===== src/rtl/pfcPwmPkg.sv =====
package pfcPwmPkg;

  localparam int PS_W  = 10;
  localparam int DIV_W = PS_W + 1;

  typedef struct packed {
    logic tick;
    logic stepUp;
    logic stepDown;
    logic loadAct;
    logic countingUp;
  } ctrlStrobe_t;

  function automatic logic [DIV_W-1:0] prescDivide(input logic [2:0] sel);
    case (sel)
      3'd1:    prescDivide = DIV_W'(1);
      3'd2:    prescDivide = DIV_W'(8);
      3'd3:    prescDivide = DIV_W'(64);
      3'd4:    prescDivide = DIV_W'(256);
      3'd5:    prescDivide = DIV_W'(1024);
      default: prescDivide = '0;
    endcase
  endfunction

endpackage


===== src/rtl/pfcPwmCtrl.sv =====
module pfcPwmCtrl
  import pfcPwmPkg::*;
#(
  parameter int CNT_W = 16
) (
  input  logic             clk,
  input  logic             rst,
  input  logic [2:0]       prescSel,
  input  logic [CNT_W-1:0] cnt,
  input  logic [CNT_W-1:0] topAct,
  output ctrlStrobe_t      strobe
);

  logic [PS_W-1:0]  psCnt;
  logic [2:0]       prevSel;
  logic [DIV_W-1:0] divVal;
  logic             selSame;
  logic             tick;
  logic             up;
  logic             upNext;

  assign divVal  = prescDivide(prescSel);
  assign selSame = (prescSel == prevSel);
  assign tick    = (divVal != '0) && selSame && ({1'b0, psCnt} == divVal - DIV_W'(1));

  always_ff @(posedge clk) begin
    if (rst) begin
      psCnt   <= '0;
      prevSel <= '0;
    end else begin
      prevSel <= prescSel;
      if (!selSame || divVal == '0 || tick) psCnt <= '0;
      else                                  psCnt <= psCnt + PS_W'(1);
    end
  end

  always_comb begin
    strobe            = '0;
    strobe.tick       = tick;
    strobe.countingUp = up;
    upNext            = up;
    if (tick) begin
      if (up && cnt < topAct) begin
        strobe.stepUp = 1'b1;
      end else if (cnt != '0) begin
        strobe.stepDown = 1'b1;
        upNext          = (cnt == CNT_W'(1));
        strobe.loadAct  = (cnt == CNT_W'(1));
      end else begin
        upNext         = 1'b1;
        strobe.loadAct = 1'b1;
      end
    end
  end

  always_ff @(posedge clk) begin
    if (rst) up <= 1'b1;
    else     up <= upNext;
  end

endmodule


===== src/rtl/pfcPwmData.sv =====
module pfcPwmData
  import pfcPwmPkg::*;
#(
  parameter int CNT_W = 16,
  parameter int NCH   = 2
) (
  input  logic                       clk,
  input  logic                       rst,
  input  ctrlStrobe_t                strobe,
  input  logic                       topSrc,
  input  logic                       topWrEn,
  input  logic [CNT_W-1:0]           topWrData,
  input  logic [NCH-1:0]             cmpWrEn,
  input  logic [NCH-1:0][CNT_W-1:0]  cmpWrData,
  input  logic [NCH-1:0][1:0]        mode,
  output logic [CNT_W-1:0]           cnt,
  output logic [CNT_W-1:0]           topAct,
  output logic [NCH-1:0][CNT_W-1:0]  cmpAct,
  output logic [NCH-1:0]             pwm,
  output logic [NCH-1:0]             match,
  output logic                       bottomFlag
);

  logic [CNT_W-1:0] topShadow;
  logic [CNT_W-1:0] topReg;

  always_ff @(posedge clk) begin
    if (rst) begin
      cnt        <= '0;
      topShadow  <= '0;
      topReg     <= '0;
      bottomFlag <= 1'b0;
    end else begin
      if (strobe.stepUp)        cnt <= cnt + CNT_W'(1);
      else if (strobe.stepDown) cnt <= cnt - CNT_W'(1);
      if (topWrEn) topShadow <= topWrData;
      if (strobe.loadAct) topReg <= topWrEn ? topWrData : topShadow;
      bottomFlag <= strobe.loadAct;
    end
  end

  assign topAct = topSrc ? cmpAct[0] : topReg;

  for (genvar ch = 0; ch < NCH; ch++) begin : gChan
    logic [CNT_W-1:0] shadow;
    logic [CNT_W-1:0] active;
    logic             level;
    logic             hit;
    logic             matchQ;

    assign hit = strobe.tick && (cnt == active);

    always_ff @(posedge clk) begin
      if (rst) begin
        shadow <= '0;
        active <= '0;
        level  <= 1'b0;
        matchQ <= 1'b0;
      end else begin
        if (cmpWrEn[ch]) shadow <= cmpWrData[ch];
        if (strobe.loadAct) active <= cmpWrEn[ch] ? cmpWrData[ch] : shadow;
        matchQ <= hit;
        if (hit) begin
          if (cnt == '0)                                 level <= 1'b0;
          else if (strobe.countingUp && cnt != topAct)   level <= 1'b0;
          else                                           level <= 1'b1;
        end
      end
    end

    logic driven;
    always_comb begin
      case (mode[ch])
        2'b10:   driven = level;
        2'b11:   driven = ~level;
        default: driven = 1'b0;
      endcase
    end

    if (ch == 0) begin : gTopShare
      assign pwm[ch] = topSrc ? 1'b0 : driven;
    end else begin : gPlain
      assign pwm[ch] = driven;
    end

    assign cmpAct[ch] = active;
    assign match[ch]  = matchQ;
  end

endmodule


===== src/rtl/pfcPwmTimer.sv =====
module pfcPwmTimer
  import pfcPwmPkg::*;
#(
  parameter int CNT_W = 16
) (
  input  logic             clk,
  input  logic             rst,
  input  logic [2:0]       prescSel,
  input  logic             topSrc,
  input  logic             topWrEn,
  input  logic [CNT_W-1:0] topWrData,
  input  logic             cmpAWrEn,
  input  logic [CNT_W-1:0] cmpAWrData,
  input  logic             cmpBWrEn,
  input  logic [CNT_W-1:0] cmpBWrData,
  input  logic [1:0]       modeA,
  input  logic [1:0]       modeB,
  output logic             pwmA,
  output logic             pwmB,
  output logic             matchA,
  output logic             matchB,
  output logic             bottomFlag
);

  localparam int NCH = 2;

  ctrlStrobe_t              strobe;
  logic [CNT_W-1:0]         cnt;
  logic [CNT_W-1:0]         topAct;
  logic [NCH-1:0][CNT_W-1:0] cmpAct;
  logic [NCH-1:0]           pwmVec;
  logic [NCH-1:0]           matchVec;
  logic [CNT_W-1:0]         cmpBAct;

  pfcPwmCtrl #(.CNT_W(CNT_W)) uCtrl (
    .clk      (clk),
    .rst      (rst),
    .prescSel (prescSel),
    .cnt      (cnt),
    .topAct   (topAct),
    .strobe   (strobe)
  );

  pfcPwmData #(.CNT_W(CNT_W), .NCH(NCH)) uData (
    .clk        (clk),
    .rst        (rst),
    .strobe     (strobe),
    .topSrc     (topSrc),
    .topWrEn    (topWrEn),
    .topWrData  (topWrData),
    .cmpWrEn    ({cmpBWrEn, cmpAWrEn}),
    .cmpWrData  ({cmpBWrData, cmpAWrData}),
    .mode       ({modeB, modeA}),
    .cnt        (cnt),
    .topAct     (topAct),
    .cmpAct     (cmpAct),
    .pwm        (pwmVec),
    .match      (matchVec),
    .bottomFlag (bottomFlag)
  );

  assign cmpBAct = cmpAct[1];
  assign pwmA    = pwmVec[0];
  assign pwmB    = pwmVec[1];
  assign matchA  = matchVec[0];
  assign matchB  = matchVec[1];

endmodule


===== config.mk =====
export PLATFORM = sky130hd
export DESIGN_NAME = pfcPwmTimer
export DESIGN_NICKNAME = d
export VERILOG_FILES = /design/src/rtl/pfcPwmPkg.sv /design/src/rtl/pfcPwmCtrl.sv /design/src/rtl/pfcPwmData.sv /design/src/rtl/pfcPwmTimer.sv
export SDC_FILE = /design/constraint.sdc
export NUM_CORES = 1
export LEC_CHECK = 0
export BUFFER_PORTS_ARGS = -buffer_cell sky130_fd_sc_hd__buf_2
export CAP_MARGIN = 15
export CORE_MARGIN = 5
export CORE_UTILIZATION = 45
export DETAILED_ROUTE_END_ITERATION = 8
export GPL_TIMING_DRIVEN = 0
export PLACE_DENSITY_LB_ADDON = 0.05
export SYNTH_ARGS = -nofsm -noshare
export SYNTH_HDL_FRONTEND = slang
export SYNTH_SLANG_ARGS = --single-unit

===== constraint.sdc =====
create_clock -name clk -period 9.7 [get_ports clk]
set_input_delay 0.485 -clock clk [delete_from_list [all_inputs] [get_ports clk]]
set_output_delay 0.485 -clock clk [all_outputs]
set_load 0.01 [all_outputs]

==> results of run 1 <==
## stage by stage
step,hold WS (ns),power [mW]
after CTS,0.336,1.27
after global placement,0.454,0.629
after detailed placement,0.472,0.631
after floorplan,0.440,0.608
after global routing,0.359,1.30
final,0.342,1.25
## cell usage in the layout, fill, tap and decap left out, drive strengths merged, types with 3 or more instances in the layout
master and n:
dfxtp 131, nor2 84, buf 82, mux2i 70, nor2b 57, mux2 54
clkbuf 48, xor2 37, nand2 26, a21oi 25, ha 23, o21ai 20
nor4 13, nand3 12, inv 12, xnor2 10, nand4 10, or3 10
nor3 9, and3 6, and2 5, nand2b 5, nor3b 4, or4 4
a31oi 4, a31o 3, a211oi 3, clkinv 3
## sequential cells by signal, summed over array words and instances (netlist names)
register            flops
uCtrl.prevSel           3
uData.gChan.matchQ      2
uData.bottomFlag        1
uData.topShadow        16
uData.gChan.level       2
uData.gChan.active     32
uData.gChan.shadow     32
uCtrl.psCnt            10
uData.topReg           16
uData.cnt              16
uCtrl.up                1
## Yosys cell counts (2+ instances only)
cell	count	area [um^2]
sky130_fd_sc_hd__a211oi_1	2	15.0
sky130_fd_sc_hd__a21oi_1	25	125
sky130_fd_sc_hd__a31o_2	3	26.3
sky130_fd_sc_hd__a31oi_1	4	25.0
sky130_fd_sc_hd__and2_1	5	31.3
sky130_fd_sc_hd__and3_1	6	37.5
sky130_fd_sc_hd__buf_1	2	7.51
sky130_fd_sc_hd__buf_2	17	85.1
sky130_fd_sc_hd__buf_4	2	15.0
sky130_fd_sc_hd__buf_6	3	33.8
sky130_fd_sc_hd__clkbuf_1	26	97.6
sky130_fd_sc_hd__dfxtp_1	131	2620
sky130_fd_sc_hd__ha_1	23	288
sky130_fd_sc_hd__inv_1	9	33.8
sky130_fd_sc_hd__mux2_2	44	495
sky130_fd_sc_hd__mux2_4	9	135
sky130_fd_sc_hd__mux2i_1	70	701
sky130_fd_sc_hd__nand2_1	26	97.6
sky130_fd_sc_hd__nand2b_1	5	31.3
sky130_fd_sc_hd__nand3_1	11	55.1
sky130_fd_sc_hd__nand3b_1	2	15.0
sky130_fd_sc_hd__nand4_1	10	62.6
sky130_fd_sc_hd__nor2_1	84	315
sky130_fd_sc_hd__nor2b_1	57	357
sky130_fd_sc_hd__nor3_1	8	40.0
sky130_fd_sc_hd__nor3b_1	4	30.0
sky130_fd_sc_hd__nor4_1	13	81.3
sky130_fd_sc_hd__o21ai_0	18	90.1
sky130_fd_sc_hd__o21ai_1	2	10.0
sky130_fd_sc_hd__or3_1	10	62.6
sky130_fd_sc_hd__or4_1	4	30.0
sky130_fd_sc_hd__xnor2_1	10	87.6
sky130_fd_sc_hd__xor2_1	37	324
## power groups by stage
stage / clock network [mW] / logic (mW) / registers (mW)
detailed placement: 0 / 0.0651 / 0.566
finish: 0.636 / 0.0640 / 0.554
CTS: 0.649 / 0.0654 / 0.554
floorplan: 0 / 0.0428 / 0.565
global route: 0.675 / 0.0727 / 0.555
global placement: 0 / 0.0634 / 0.565
## worst paths after layout
| path | to | slack, ns | startpoint |
|---|---|---|---|
| setup reg to reg | uData.cnt[11]$_SDFFE_PP0P_ | 6.27 | uData.cnt[0]$_SDFFE_PP0P_ |
| hold / removal | uData.topShadow[4]$_SDFF_PP0_ | 0.34 | topWrData[4] |
| setup / recovery | uData.gChan[1].active[3]$_SDFFE_PP0P_ | 5.58 | topSrc |
| hold reg to reg | uCtrl.psCnt[0]$_SDFF_PP0_ | 0.47 | uCtrl.psCnt[0]$_SDFF_PP0_ |
## logic make-up after synthesis
logic type,share of synthesized area
and+or+nand+nor,0.201
adders and majority gates,0.0449
muxes,0.202
buffers and inverters,0.0411
xor gates and xnor gates,0.0620
AOI/OAI and AO/OA,0.0535
DFF,0.395
## worst max-delay path: stages
cell and delay [ns]:
sky130_fd_sc_hd__clkbuf_1 0.39, sky130_fd_sc_hd__clkbuf_1 0.64, sky130_fd_sc_hd__mux2i_1 0.18, sky130_fd_sc_hd__ha_1 0.32, sky130_fd_sc_hd__nand4_1 0.21, sky130_fd_sc_hd__nor4_1 0.44
sky130_fd_sc_hd__o21ai_1 0.19, sky130_fd_sc_hd__nand3_1 0.47, sky130_fd_sc_hd__nand3_2 0.30, sky130_fd_sc_hd__buf_4 0.30, sky130_fd_sc_hd__buf_6 0.18, sky130_fd_sc_hd__mux2_4 0.30
## final cells by class
type | count | area share
repair buffers | 58 | 0.0375
flip-flops and latches | 131 | 0.339
well taps | 184 | 0.0297
clock buffers | 22 | 0.0599
multi-input cells | 509 | 0.483
inverters | 9 | 0.00436
clock inverters | 10 | 0.0160
plain buffers | 50 | 0.0309
## per-layer routing
layer	vias up	GRT usage	wire length [um]
met1	2406	0.236	7300
met2	119	0.329	7930
met4	0	0.0857	415
li1	2576	-	-
met5	-	0	0
met3	32	0.0443	751
==> impl_summary.md, run 1 <==
Drt
After detailed routing, the number of vias per cell comes to 5.28. The final routed DRC violation total is 0. The via total after detailed routing is 5133.

Before antenna repair, the detailed router went through 5 iterations. In this run, the number of DRC markers left after iteration 0 of detailed routing was 272. The total wirelength of the detailed-routed design is 16400 um. The routed wire length per instance is 16.9 um. The final antenna-violating net count is 0.

Pwr
The total power per unit cell area is 162 nW/um^2. Summed over all nets, the switching power comes to 280 uW. The switching part of the total power is 0.224. The share of total power dissipated in the clock network is 0.507.

Of the total power, registers draw 0.442. The share of total power dissipated in combinational logic is 0.051. The leakage power total is 3.60 nW. Across the VDD grid, the largest voltage drop is 119 uV.

The internal portion of total power is 973 uW.

Layout
The number of nets in the layout is 860. The final antenna diode count is 0. The proportion of layout cells with a drive suffix above 1 is 0.217. In the final layout, the multi-input gates occupy 3740 um^2. The final cell count without fillers is 973.

Compared with the post-synthesis result, the final layout area differs by 16.7%. The number of fill cells in the layout is 1368. The footprint of the flip-flops and latches is 2620 um^2. At the end of the flow the core is filled with cells to 0.535.

Summing all non-filler instances in the final layout gives an area of 7740 um^2.

CTS
No sink is reached through more buffers than the 2 on the longest clock path. Clock-pin slew was measured on the worst setup and hold paths at 0.06 ns. The clock sink total is 131. The maximum level of the CTS H-tree is 4. The tree is rooted in a sky130_fd_sc_hd__clkbuf_16.

The hold buffer count at cts is 0. Clock tree synthesis inserted a total of 17 buffers. In this run, post-CTS repair resized a total of 0 instances. At the later pin of the worst-skew pair, clock insertion delay measures 0.42 ns. The buffer count from post-CTS setup fixing is 0.

TritonCTS built the clock tree.

Outcome
The flow ran to the end, and the final reports show no timing, DRC or antenna violations.

Synthesis
After technology mapping, the gate count stands at 699. In this run, synthesis inferred 0 flip-flops with an integrated enable. The count of different cell masters after synthesis is 50. The total nets after synthesis is 783. The register area share after synthesis is 0.395.

Dividing the synthesized area by the synthesized cell count gives 9.49 um^2. Among all flip-flop cells after synthesis, the most frequent one is sky130_fd_sc_hd__dfxtp_1. The share of synthesized registers carrying an async set or reset is 0.

The flop and latch count out of synthesis is 131. Summing every instance area after synthesis gives 6640 um^2. The warning count from the yosys run is 0.

Die
The core region is 14500 um^2. The initial core utilization is 0.458. 66 I/O pins were placed. The die is 131 um tall. The overall die width is 131 um. The number of standard-cell rows in the floorplan is 44.

The full die area is 17300 um^2.

STA
Summed over all failing endpoints, the final setup total negative slack is 0 ns. The count of pins over their slew limit is 0. The minimum period implied by the final worst setup slack is 4.12 ns. The final hold violation count is 0. Setup repair after global routing left no endpoint under its margin.

The clock arrives with 0.00785 ns of skew. The actual slew at the worst max-slew pin is 0.767 ns. In the post-route analysis, the smallest setup slack over all paths is 5.58 ns. Dividing the final minimum period by the clock period gives 0.425. Measured against its own limit, the worst slew margin works out to 0.488.

The highest clock frequency the design can meet is 243 MHz. The count of endpoints failing setup in the final report is 0.

Worst setup path
The arrival time reported for the critical path endpoint is 4.43 ns. The largest fanout on the critical path is 10. The nature of the critical path endpoint is a register. Counting cells, the worst reg-to-reg path comes to 9. The required time reported for the critical path endpoint is 10.01 ns. STA classifies the critical path startpoint as an input pin. The category of the critical setup timing path is in2reg.

Global routing
The via count of the first global-routing pass is 5254. The initial antenna violation count was 0. Entering global routing, the biggest net connects 17 pins. For this run the aggregate overflow at the end of global routing stands at 0. For this run, the total global-route usage over all layers was measured as 0.194. The first global-routing pass estimated 26900 um of wire.

Placement
The cell count after placement is 941. The post-placement cell area is 7160 um^2. Prior to clock tree synthesis, the placed netlist has a worst setup slack of 5.14 ns.

Routability-driven placement finished with a final weighted congestion of 0.922. The count of buffers added on input and output ports is 58. The estimated wirelength of the detail-placed design is 12400 um.

Job
The tool flagged a number of max-cap violations equal to 0.

Hold path
The worst hold path passes through 3 cells. The worst hold path class is in2reg.
Power figures use the tool's default switching activity.
==> run 2: changes to the inputs <==
--- a/config.mk
+++ b/config.mk
@@ -5,6 +5,7 @@
 export SDC_FILE = /design/constraint.sdc
 export NUM_CORES = 1
 export LEC_CHECK = 0
+export ABC_AREA = 1
 export BUFFER_PORTS_ARGS = -buffer_cell sky130_fd_sc_hd__buf_2
 export CAP_MARGIN = 15
 export CORE_MARGIN = 5
==> constraint.sdc (replaced) <==
create_clock -name clk -period 3.7 [get_ports clk]
set_input_delay 0.185 -clock clk [delete_from_list [all_inputs] [get_ports clk]]
set_output_delay 0.185 -clock clk [all_outputs]
set_load 0.01 [all_outputs]
==> run 2 against run 1 <==
Compared with the run above:
- clock-buffer cell count shrank 2
- cell area grew 6.4%
- critical endpoint is now uData.cnt[13]$_SDFFE_PP0P_
- setup slack lost 4.9 ns
- combinational power grew to 3.7 times the previous value
- via count grew 27%
- first-iteration DRC count grew 37%
- global-route usage grew 1.9 points
- flip-flop and latch count is the same
- critical path depth grew 3
- utilization grew 0.50 points
==> impl_summary.md, run 2 <==
Drt
The via total after detailed routing is 6515. The number of DRC violations after detailed-routing iteration 0 is 372. The detail route stage leaves a number of antenna-violating nets equal to 0. The number of iterations in the first detailed-routing pass is 5.

After detailed routing, the average wire length per cell comes to 13.7 um. The total wirelength of the detailed-routed design is 18600 um. The number of vias per cell after detailed routing is 4.79.

In the routed design, unresolved DRC markers number 0.

Placement
The number of I/O port buffers is 62. Once detailed placement completed, the half-perimeter wirelength came to 14300 um. The worst setup slack after placement is 0.342 ns. The placer's final routability congestion estimate is 0.888.

Layout
The largest registers in the layout are uData.gChan.active x32, uData.gChan.shadow x32. The footprint of the flip-flops and latches is 2620 um^2. Summing all multi-input logic gate instances after layout gives 3590 um^2. The number of nets in the layout is 1220.

Leaving out fill and tap cells, the most frequent cells in the layout are sky130_fd_sc_hd__nand2_1 (298), sky130_fd_sc_hd__inv_1 (160), sky130_fd_sc_hd__dfxtp_1 (131), sky130_fd_sc_hd__nor2_1 (99), sky130_fd_sc_hd__buf_2 (72). The number of fill cells in the layout is 1605. The proportion of layout cells with a drive suffix above 1 is 0.109. For this run, the share of the core covered by cells in the final layout is 0.540. The commonest non-fill, non-tap cell in the layout is sky130_fd_sc_hd__nand2_1. From synthesis to final layout, the design area changed by 17.1%. 0 antenna diodes ended up in the layout.

Die
The y dimension of the die is 135 um. The full die area is 18200 um^2. The core region area is 15300 um^2. The number of top-level pins is 66.

The number of standard-cell rows in the floorplan is 45. The initial core utilization is 0.461. In this run the horizontal extent of the chip is 135 um.

Outcome
The run finished with clean final reports.

Pwr
The completed layout was analyzed and its total power is 3.49 mW. The peak supply drop is 359 uV. The total power per unit cell area is 424 nW/um^2.

The leakage power total is 4.11 nW.

Worst setup path
STA classifies the critical path endpoint as a register. For the worst setup path, the data required time is 4.02 ns. Of all nets on the critical path, the largest fanout is 10. Data on the critical path arrives at its endpoint at 3.30 ns.

The worst stage delay on the critical path is 0.46 ns. The slowest stage of the critical path is the sky130_fd_sc_hd__clkbuf_1 cell. The category of the critical setup timing path is in2reg. STA classifies the critical path startpoint as an input pin.

Counting stages on the worst path, the most repeated cell is sky130_fd_sc_hd__nand2_1. Traced cell by cell, the critical path runs through buf_2, clkbuf_1, o21ai_0, ha_1, a21oi_1, o21ai_0, a21oi_1, nand2_1, inv_1, clkbuf_1, nand3_1, nand3_1, nand2_1, nand2_1, nor2_1.

CTS
Clock-pin slew was measured on the worst setup and hold paths at 0.07 ns. TritonCTS built the clock tree. The clock tree root driver cell is sky130_fd_sc_hd__clkbuf_16. The number of buffers on the longest clock path is 2.

The buffer count from post-CTS setup fixing is 0. The number of instances resized during post-cts repair is 0. The clock sink total is 131. The maximum level of the CTS H-tree is 4. In this run, CTS created clock tree buffers numbering 17. The number of hold buffers added after CTS was 0. The clock latency at the later pin of the worst-skew pair is 0.43 ns.

Synthesis
The number of nets handed over by synthesis was 1139. After synthesis, the largest family of logic cells by area is simple AND/OR/NAND/NOR gates. sky130_fd_sc_hd__nand2_1 is the most common cell in the netlist. The synthesized design contains 0 enable-type register cells. Sorting the synthesized cells by area gives the leading types as sky130_fd_sc_hd__dfxtp_1 (37%), sky130_fd_sc_hd__nand2_1 (16%), sky130_fd_sc_hd__inv_1 (8.5%). Of the synthesized area, sequential elements account for 0.373.

Summing every instance area after synthesis gives 7040 um^2. The simple-gate share of the synthesized area is 0.306. The count of different cell masters after synthesis is 39. During synthesis, Yosys emitted a total of 0 warnings. The area share of the largest cell type after synthesis is 0.373. The commonest cells after synthesis are sky130_fd_sc_hd__nand2_1 (298), sky130_fd_sc_hd__inv_1 (160), sky130_fd_sc_hd__dfxtp_1 (131). The post-synthesis share of cell area spent on full adders, half adders and majority gates is 0.0409. The share of synthesized registers carrying an async set or reset is 0. Counting flops and latches in the post-synthesis netlist gives 131. The most instantiated flip-flop cell in the synthesis netlist is sky130_fd_sc_hd__dfxtp_1. After synthesis, the mean cell area works out to 6.67 um^2. The xor and xnor fraction of the mapped netlist area is 0.0386. The complex-gate fraction of the synthesized area came to 0.114. Of the post-synthesis cell area, the part taken by muxes is 0.00996. The cell count after synthesis came out at 1055. The largest area contributor in the netlist is sky130_fd_sc_hd__dfxtp_1.

Global routing
The initial antenna violation count is 0. The residual overflow from global routing is 0. The wire length of the first global-routing pass is 30800 um.

The pin count of the biggest net entering global routing is 17. The via count of the first global-routing pass is 6120. For this run, the total global-route usage over all layers was measured as 0.213.

Hold path
The worst hold path class is in2reg.

STA
The headroom to the max-slew limit is 0.495. The highest clock frequency the design can meet is 336 MHz. The part of the cycle the worst path needs is 0.805. Setup slack on the critical path of the routed design comes to 0.720 ns. The actual slew at the worst max-slew pin is 0.751 ns. Setup repair after global routing left no endpoint under its margin. The count of pins over their slew limit is 0. On the final layout, the worst clock skew is 0.0101 ns. The final hold violation count was 0. Subtracting the final worst setup slack from the clock period gives 2.98 ns. Adding up every negative setup slack in the final design gives 0 ns. Setup violations remaining at the end of the flow were counted as 0.

Job
The count of maximum capacitance violations is 0.
-- run 2: changes by cell type after synthesis, moves of 12 or more --
cell                       before  now
sky130_fd_sc_hd__nand3_1       11   67
sky130_fd_sc_hd__nor4_1        13    1
sky130_fd_sc_hd__o21ai_0       18   49
sky130_fd_sc_hd__inv_1          9  160
sky130_fd_sc_hd__nand2_1       26  298
sky130_fd_sc_hd__o211ai_1       1   23
sky130_fd_sc_hd__a21oi_1       25   44
sky130_fd_sc_hd__mux2i_1       70    7
sky130_fd_sc_hd__mux2_2        44    0
sky130_fd_sc_hd__nor2b_1       57    0
sky130_fd_sc_hd__xor2_1        37   10
sky130_fd_sc_hd__nor2_1        84   99
-- run 2: area by class of cell --
cell class	instances	share of cell area
tap	211	0.0320
inverter	165	0.0755
clock buffer	20	0.0542
multi-input combinational	713	0.436
timing repair buffer	62	0.0377
buffer	46	0.0248
sequential	131	0.318
clock inverter	12	0.0219
-- run 2: metal layers --
metal	track usage	share of wire	up-vias
li1	-	-	3490
met1	0.284	0.48	2893
met2	0.345	0.46	109
met3	0.0428	0.041	23
met4	0.0700	0.022	0
met5	0	0	-
-- run 2: final timing paths --
kind,slack [ns],start,to,depth (start not counted)
min reg2reg,0.47,uData.topShadow[0]$_SDFF_PP0_,uData.topShadow[0]$_SDFF_PP0_,2
max,0.72,topSrc,uData.cnt[13]$_SDFFE_PP0P_,15
max reg2reg,0.75,uData.gChan[0].active[9]$_SDFFE_PP0P_,uData.cnt[13]$_SDFFE_PP0P_,15
min,0.02,cmpBWrData[8],uData.gChan[1].shadow[8]$_SDFF_PP0_,3
-- run 2: metrics by stage --
step           cells  area [um^2]  hold WS [ns]
2_1_floorplan   1055         7040         0.348
3_3_place_gp    1328         7610         0.456
3_5_place_dp    1328         7610         0.460
4_1_cts         1360         8240        0.0210
5_1_grt         1360         8240        0.0322
6_report        1360         8240        0.0245
-- run 2: worst max-delay path, delay by kind of cell --
family          cells  cell delay, ns
buf+inv             4            1.36
simple gates        6            0.75
compound gates      4            0.67
fa+ha+maj           1            0.33
-- run 2: cells by family after synthesis --
| family | count (synthesis) |
|---|---|
| and+or+nand+nor | 511 |
| AOI/OAI and AO/OA | 141 |
| xor gates and xnor gates | 31 |
| buffers and inverters | 211 |
| DFF | 131 |
| adders and majority gates | 23 |
| muxes | 7 |
-- run 2: power breakdown --
part / switching [mW] / internal (mW) / leakage, nW / total, mW
combinational: 0.150 / 0.0842 / 2.74 / 0.234
clock: 0.659 / 1.15 / 0.301 / 1.81
sequential: 0.00763 / 1.44 / 1.07 / 1.45
